[config.mk]
export PLATFORM = sky130hd
export DESIGN_NAME = bilbo_reg
export DESIGN_NICKNAME = d
export VERILOG_FILES = /design/src/rtl/bilbo_reg.sv
export SDC_FILE = /design/constraint.sdc
export NUM_CORES = 1
export LEC_CHECK = 0
export BUFFER_PORTS_ARGS = -buffer_cell sky130_fd_sc_hd__buf_2
export CAP_MARGIN = 0
export CORE_UTILIZATION = 40
export CTS_CLUSTER_SIZE = 28
export DETAILED_ROUTE_END_ITERATION = 8
export GPL_TIMING_DRIVEN = 0
export PLACE_DENSITY = 0.81
export SYNTH_ARGS = -nofsm -noshare
export SYNTH_HDL_FRONTEND = slang
export SYNTH_SLANG_ARGS = --single-unit
[constraint.sdc]
create_clock -name clk -period 1.4 [get_ports clk]
set_input_delay 0.28 -clock clk [delete_from_list [all_inputs] [get_ports clk]]
set_output_delay 0.28 -clock clk [all_outputs]
set_load 0.05 [all_outputs]
[src/rtl/bilbo_reg.sv]
module bilbo_reg #(
  parameter int               WIDTH        = 8,
  parameter logic [WIDTH-1:0] TAPS         = 'h1D,
  parameter logic [WIDTH-1:0] DEFAULT_SEED = 'h01
) (
  input  logic             clk,
  input  logic             rst_n,
  input  logic [1:0]       mode,
  input  logic             seed_load,
  input  logic [WIDTH-1:0] seed_value,
  input  logic [WIDTH-1:0] par_in,
  input  logic             scan_in,
  output logic [WIDTH-1:0] par_out,
  output logic             scan_out,
  output logic [WIDTH-1:0] signature
);

  localparam logic [1:0] M_LOAD = 2'b00;
  localparam logic [1:0] M_SCAN = 2'b01;
  localparam logic [1:0] M_GEN  = 2'b10;
  localparam logic [1:0] M_COMP = 2'b11;

  logic [WIDTH-1:0] state_q;
  logic [WIDTH-1:0] lfsr_nxt;
  logic [WIDTH-1:0] state_d;
  logic             fb;

  assign fb          = state_q[WIDTH-1];
  assign lfsr_nxt[0] = fb;

  for (genvar i = 1; i < WIDTH; i++) begin : g_stage
    if (TAPS[i]) begin : g_tap
      assign lfsr_nxt[i] = state_q[i-1] ^ fb;
    end else begin : g_wire
      assign lfsr_nxt[i] = state_q[i-1];
    end
  end

  always_comb begin
    if (seed_load) begin
      state_d = seed_value;
    end else begin
      unique case (mode)
        M_LOAD:  state_d = par_in;
        M_SCAN:  state_d = {state_q[WIDTH-2:0], scan_in};
        M_GEN:   state_d = (state_q == '0) ? DEFAULT_SEED : lfsr_nxt;
        default: state_d = lfsr_nxt ^ par_in;
      endcase
    end
  end

  always_ff @(posedge clk or negedge rst_n) begin
    if (!rst_n) state_q <= '0;
    else        state_q <= state_d;
  end

  assign par_out   = state_q;
  assign signature = state_q;
  assign scan_out  = state_q[WIDTH-1];


  seed_override_chk: assert property (@(posedge clk) disable iff (!rst_n)
    seed_load |=> par_out == $past(seed_value));


  load_mode_chk: assert property (@(posedge clk) disable iff (!rst_n)
    (!seed_load && mode == M_LOAD) |=> par_out == $past(par_in));


  scan_shift_chk: assert property (@(posedge clk) disable iff (!rst_n)
    (!seed_load && mode == M_SCAN) |=>
      (par_out[0] == $past(scan_in)) && (par_out[WIDTH-1:1] == $past(par_out[WIDTH-2:0])));


  gen_nonzero_chk: assert property (@(posedge clk) disable iff (!rst_n)
    (!seed_load && mode == M_GEN) |=> par_out != '0);


  comp_stage0_chk: assert property (@(posedge clk) disable iff (!rst_n)
    (!seed_load && mode == M_COMP) |=> par_out[0] == ($past(scan_out) ^ $past(par_in[0])));

endmodule

# [Yosys cells after proc, flatten, opt, wreduce, memory -nomap -nowiden]
# Cells that the tools add are included.
[op_classes] eq_ne=2 muxes=3 bitwise=4 n_reduce_logical=2
[ops] op="$pmux W8 S3" n=1
[ops] op="$mux W8" n=2
[ops] op="$logic_not A8 Y1" n=1
[ops] op="$xor A8 B8 Y8" n=1
[ops] op="$xor A1 B1 Y1" n=3
[ops] op="$eq A2 B1 Y1 const B" n=1
[ops] op="$eq A2 B2 Y1 const B" n=1
[ops] op="$logic_not A2 Y1" n=1
[totals] regBits=8 input_bits=22 output_inout_bits=17 wordCells=12

# [Depth between registers and ports, before layout]
[logic_depth] depth_word=4 ltp_mapped=6 ltp_nobuf=4

# [Least setup slack after synthesis]
# No wires, ideal clock.
[synth_timing] kind="flip-flop to flip-flop" from="reg state_q[7] (netlist: par_out[7])" to="reg state_q[2] (netlist: par_out[2])" setup_ns=0.121 arrival_time_ns=1.585 t_required_ns=1.279 slack_ns=-0.306 stages_incl_launch_ff=7 n_path_buf=2 path_cell_list="dfrtp_1 buf_2 buf_2 nand2_1 o221ai_1 o21ai_0 a22o_1"
[synth_between] elab_chain_cells=4 elab_cells_between_ends=6
[synth_rtl] item="from (decl)" line_no="23" rtl="logic [WIDTH-1:0] state_q;"
[synth_rtl] item="from (signal assigned)" line_no="54" rtl="else state_q <= state_d;"
[synth_rtl] item="$logic_not A8 Y1 or $xor A1 B1 Y1 (tied branches)" line_no="46, 33"
[synth_rtl] item="$mux W8 or $xor A8 B8 Y8 (tied branches)" line_no="46, 47"
[synth_rtl] item="$pmux W8 S3 (*)" line_no="43" rtl="unique case (mode)"
[synth_rtl] item="$mux W8 (*)" line_no="40" rtl="if (seed_load) begin"
[synth_rtl] item="named net state_d[2]" line_no="25" rtl="logic [WIDTH-1:0] state_d;"
# The timed path passes the listed nets; every way through them passes the cells marked *.

# [Worst setup path in the final report]
[layout_timing] from="reg state_q[3] (netlist: par_out[3])" to="reg state_q[0] (netlist: par_out[0])"
[layout_between] elab_chain_cells=4
[layout_rtl] item="$logic_not A8 Y1" line_no="46" rtl="M_GEN: state_d = (state_q == '0) ? DEFAULT_SEED : lfsr_nxt;"
[layout_rtl] item="$mux W8" line_no="46"
[layout_rtl] item="$pmux W8 S3" line_no="43"
[layout_rtl] item="$mux W8" line_no="40"
[layout_rtl] item="named net state_d[0]" line_no="25"
# The timed path passes the listed nets, and every way through them passes these cells.

==> summary.txt <==
Run status
  • Outcome: finished with violations
  • Failing checks: negative setup slack

STA
  • Fmax: 671 MHz
  • Pin slew with the least headroom to its limit: 0.337 ns
  • Final Skew: 0.00154 ns
  • Fin crit share: 1.06
  • Pins over their slew limit: 0
  • Rel. slew slack: 0.775
  • RSZ-0062 raised after global routing: yes
  • Finish-stage setup viols: 2
  • Hold_ws: 0.222 ns
  • Crit path time final: 1.49 ns
  • Fin worst setup slack: -0.0904 ns
  • Endpoints failing hold: 0

Floorplan
  • Row cnt: 15
  • Core region area: 1780 um^2
  • Initial core utilization: 0.436
  • Die W: 46.1 um
  • Die Y: 46.1 um
  • Io pins: 39
  • Die area: 2130 um^2

Cells and area
  • Nets: 160
  • Filler instances: 147
  • Layout cells sized above 1: 0.606
  • Design area: 1150 um^2
  • Layout Utilization: 0.645
  • Commonest non-fill, non-tap cell in the layout: buf_2
  • Leading cell types in the layout, fill and taps excluded: buf_2 (38), buf_4 (18), mux2_2 (9), o22ai_1 (6), dfrtp_2 (6)
  • ANT cells: 0
  • Syn-to-layout area delta: 47.7%
  • Post-route insts no fill: 162
  • Max reg flops: 8

Power and ir drop
  • IR drop worst, VDD: 480 uV
  • Power Density: 997 nW/um^2
  • Sequential Power Share: 0.265
  • Internal power: 0.000633 W
  • Leakage: 0.561 nW
  • Sw Share: 0.447
  • Combinational share of power: 0.566
  • Clk network pwr share: 0.170
  • Psw: 0.000513 W

Route
  • Via count: 870
  • Iteration-0 DRC Markers: 24
  • Total wire length: 2250 um
  • Drt wl/cell: 13.9 um
  • Antenna Violating Nets Remaining: 0
  • DRT Pass-1 Iters: 4
  • Post-route DRC: 0
  • Vias per cell: 5.37

Worst hold path
  • Hold path cells: 2
  • Hold endpoint: par_out[5]
  • Min-delay src: seed_value[5]
  • HP Class: input port to flip-flop

Global routing
  • Tot GR Track Use: 0.216
  • Global-route wire length before repair: 3190 um
  • Vias in the first global route: 753
  • GRT overflow: 0
  • Initial antenna violation count: 0
  • Largest net degree at the start of global routing: 11

Flow run
  • Max_cap viols: 0

Place
  • GPL Wtd Cong: 0.800
  • Port-buffer cells: 36
  • HPWL Detailed: 1470 um
  • Placed Cells: 149
  • Cell Area, Placed: 1020 um^2
  • Dpl ws: -0.135 ns

Yosys
  • Post-Syn Nets: 110
  • Cell variety after synth: 27
  • Synth Register Bits: 8
  • Synth warn: 0
  • Synth area leaders: dfrtp_1 (26%), mux2_2 (13%), buf_4 (9.6%)
  • Top-area cell type share of the netlist area: 0.257
  • Syn Inst Count: 88
  • Area leader, netlist: dfrtp_1
  • Avg Cell Area, Syn: 8.84 um^2
  • Synthesized area: 778 um^2
  • Post-synthesis sequential area ratio: 0.257

Setup path
  • CP startpoint kind: flip-flop
  • CP arrival: 1.69 ns
  • FF-to-FF Start: par_out[3]
  • CP Class: flip-flop to flip-flop
  • Critical Path Fanout Max: 4
  • Reg2Reg Depth: 4
  • Critical path data required time: 1.60 ns
  • RR Endpoint: par_out[0]
  • Worst setup EP type: flip-flop
  • Worst reg2reg setup slack: -0.09 ns
  • Worst Setup SP: par_out[3]

Clock tree
  • CTS Sinks: 8
  • Worst skew pair latency: 0.26 ns
  • CTS tree: yes
  • Clk root buf: clkbuf_4
  • Worst-path clk slew: 0.05 ns
  • Total CTS buffers: 3
  • Clk buf depth: 2
  • Deepest level of the CTS H-tree: 1
-- stage by stage --
step / total power, W / TNS, ns
after floorplan: 0.000743 / -0.182
after global placement: 0.000863 / -0.243
after detailed placement: 0.000873 / -0.330
after CTS: 0.00110 / -0.0252
after global routing: 0.00121 / -0.260
final: 0.00115 / -0.135
-- power groups by stage --
stage	Combinational [W]	Sequential (W)	Clock (W)
finish	0.000648	0.000303	0.000194
global route	0.000693	0.000308	0.000210
CTS	0.000602	0.000301	0.000198
detailed placement	0.000557	0.000316	0
global placement	0.000550	0.000313	0
floorplan	0.000342	0.000401	0
-- critical path, stage by stage (launching register included) --
cell	delay [ns]
dfrtp_2	0.42
or4_4	0.54
o41ai_4	0.24
a211oi_1	0.12
nor2_1	0.10
-- worst max path at each step --
stage	endpoint	cells past startpoint
floorplan	par_out[0]	4
global placement	par_out[3]	6
detailed placement	par_out[4]	6
CTS	par_out[0]	4
global route	par_out[0]	4
finish	par_out[0]	4
-- cell usage after synthesis --
| cell type | instances |
|---|---|
| a211oi_1 | 5 |
| a21o_1 | 4 |
| a21oi_1 | 2 |
| a22o_1 | 3 |
| a311oi_1 | 1 |
| a31oi_1 | 2 |
| buf_2 | 6 |
| buf_4 | 10 |
| clkbuf_1 | 1 |
| dfrtp_1 | 8 |
| inv_1 | 1 |
| mux2_2 | 9 |
| mux2i_1 | 3 |
| nand2_1 | 3 |
| nand2b_1 | 1 |
| nand3_1 | 5 |
| nor2_1 | 2 |
| nor2b_1 | 1 |
| nor3_1 | 1 |
| o21ai_0 | 5 |
| o221ai_1 | 1 |
| o22ai_1 | 6 |
| o32ai_1 | 2 |
| o41ai_2 | 1 |
| or4_1 | 1 |
| xnor2_1 | 1 |
| xor2_1 | 3 |
-- final cells by class --
type	instances	area (um^2)	area share
sequential	8	208	0.181
clock buffer	4	26.3	0.0229
buffer	17	125	0.109
inverter	1	3.75	0.00326
tap	25	31.3	0.0272
timing repair buffer	45	259	0.225
multi-input combinational	62	497	0.432
-- per-layer routing --
| layer | GRT usage | share of wire |
|---|---|---|
| met1 | 0.258 | 0.45 |
| met2 | 0.355 | 0.47 |
| met3 | 0.0706 | 0.061 |
| met4 | 0.0882 | 0.026 |
| met5 | 0 | 0 |
-- repair_timing --
item	in CTS	in global routing
hold buffers	1	0
endpoints found under the hold margin	8	0
setup endpoints to repair	1	9
pin swaps	0	1
resized for setup	1	9
buffers inserted	5	3
-- logic make-up after synthesis --
family	count (synthesis)	synth area share
AOI/OAI and AO/OA	32	0.296
buffers and inverters	18	0.145
and+or+nand+nor	14	0.0884
muxes	12	0.169
DFF	8	0.257
xor gates and xnor gates	4	0.0450
(Power assumes the default switching activity.)
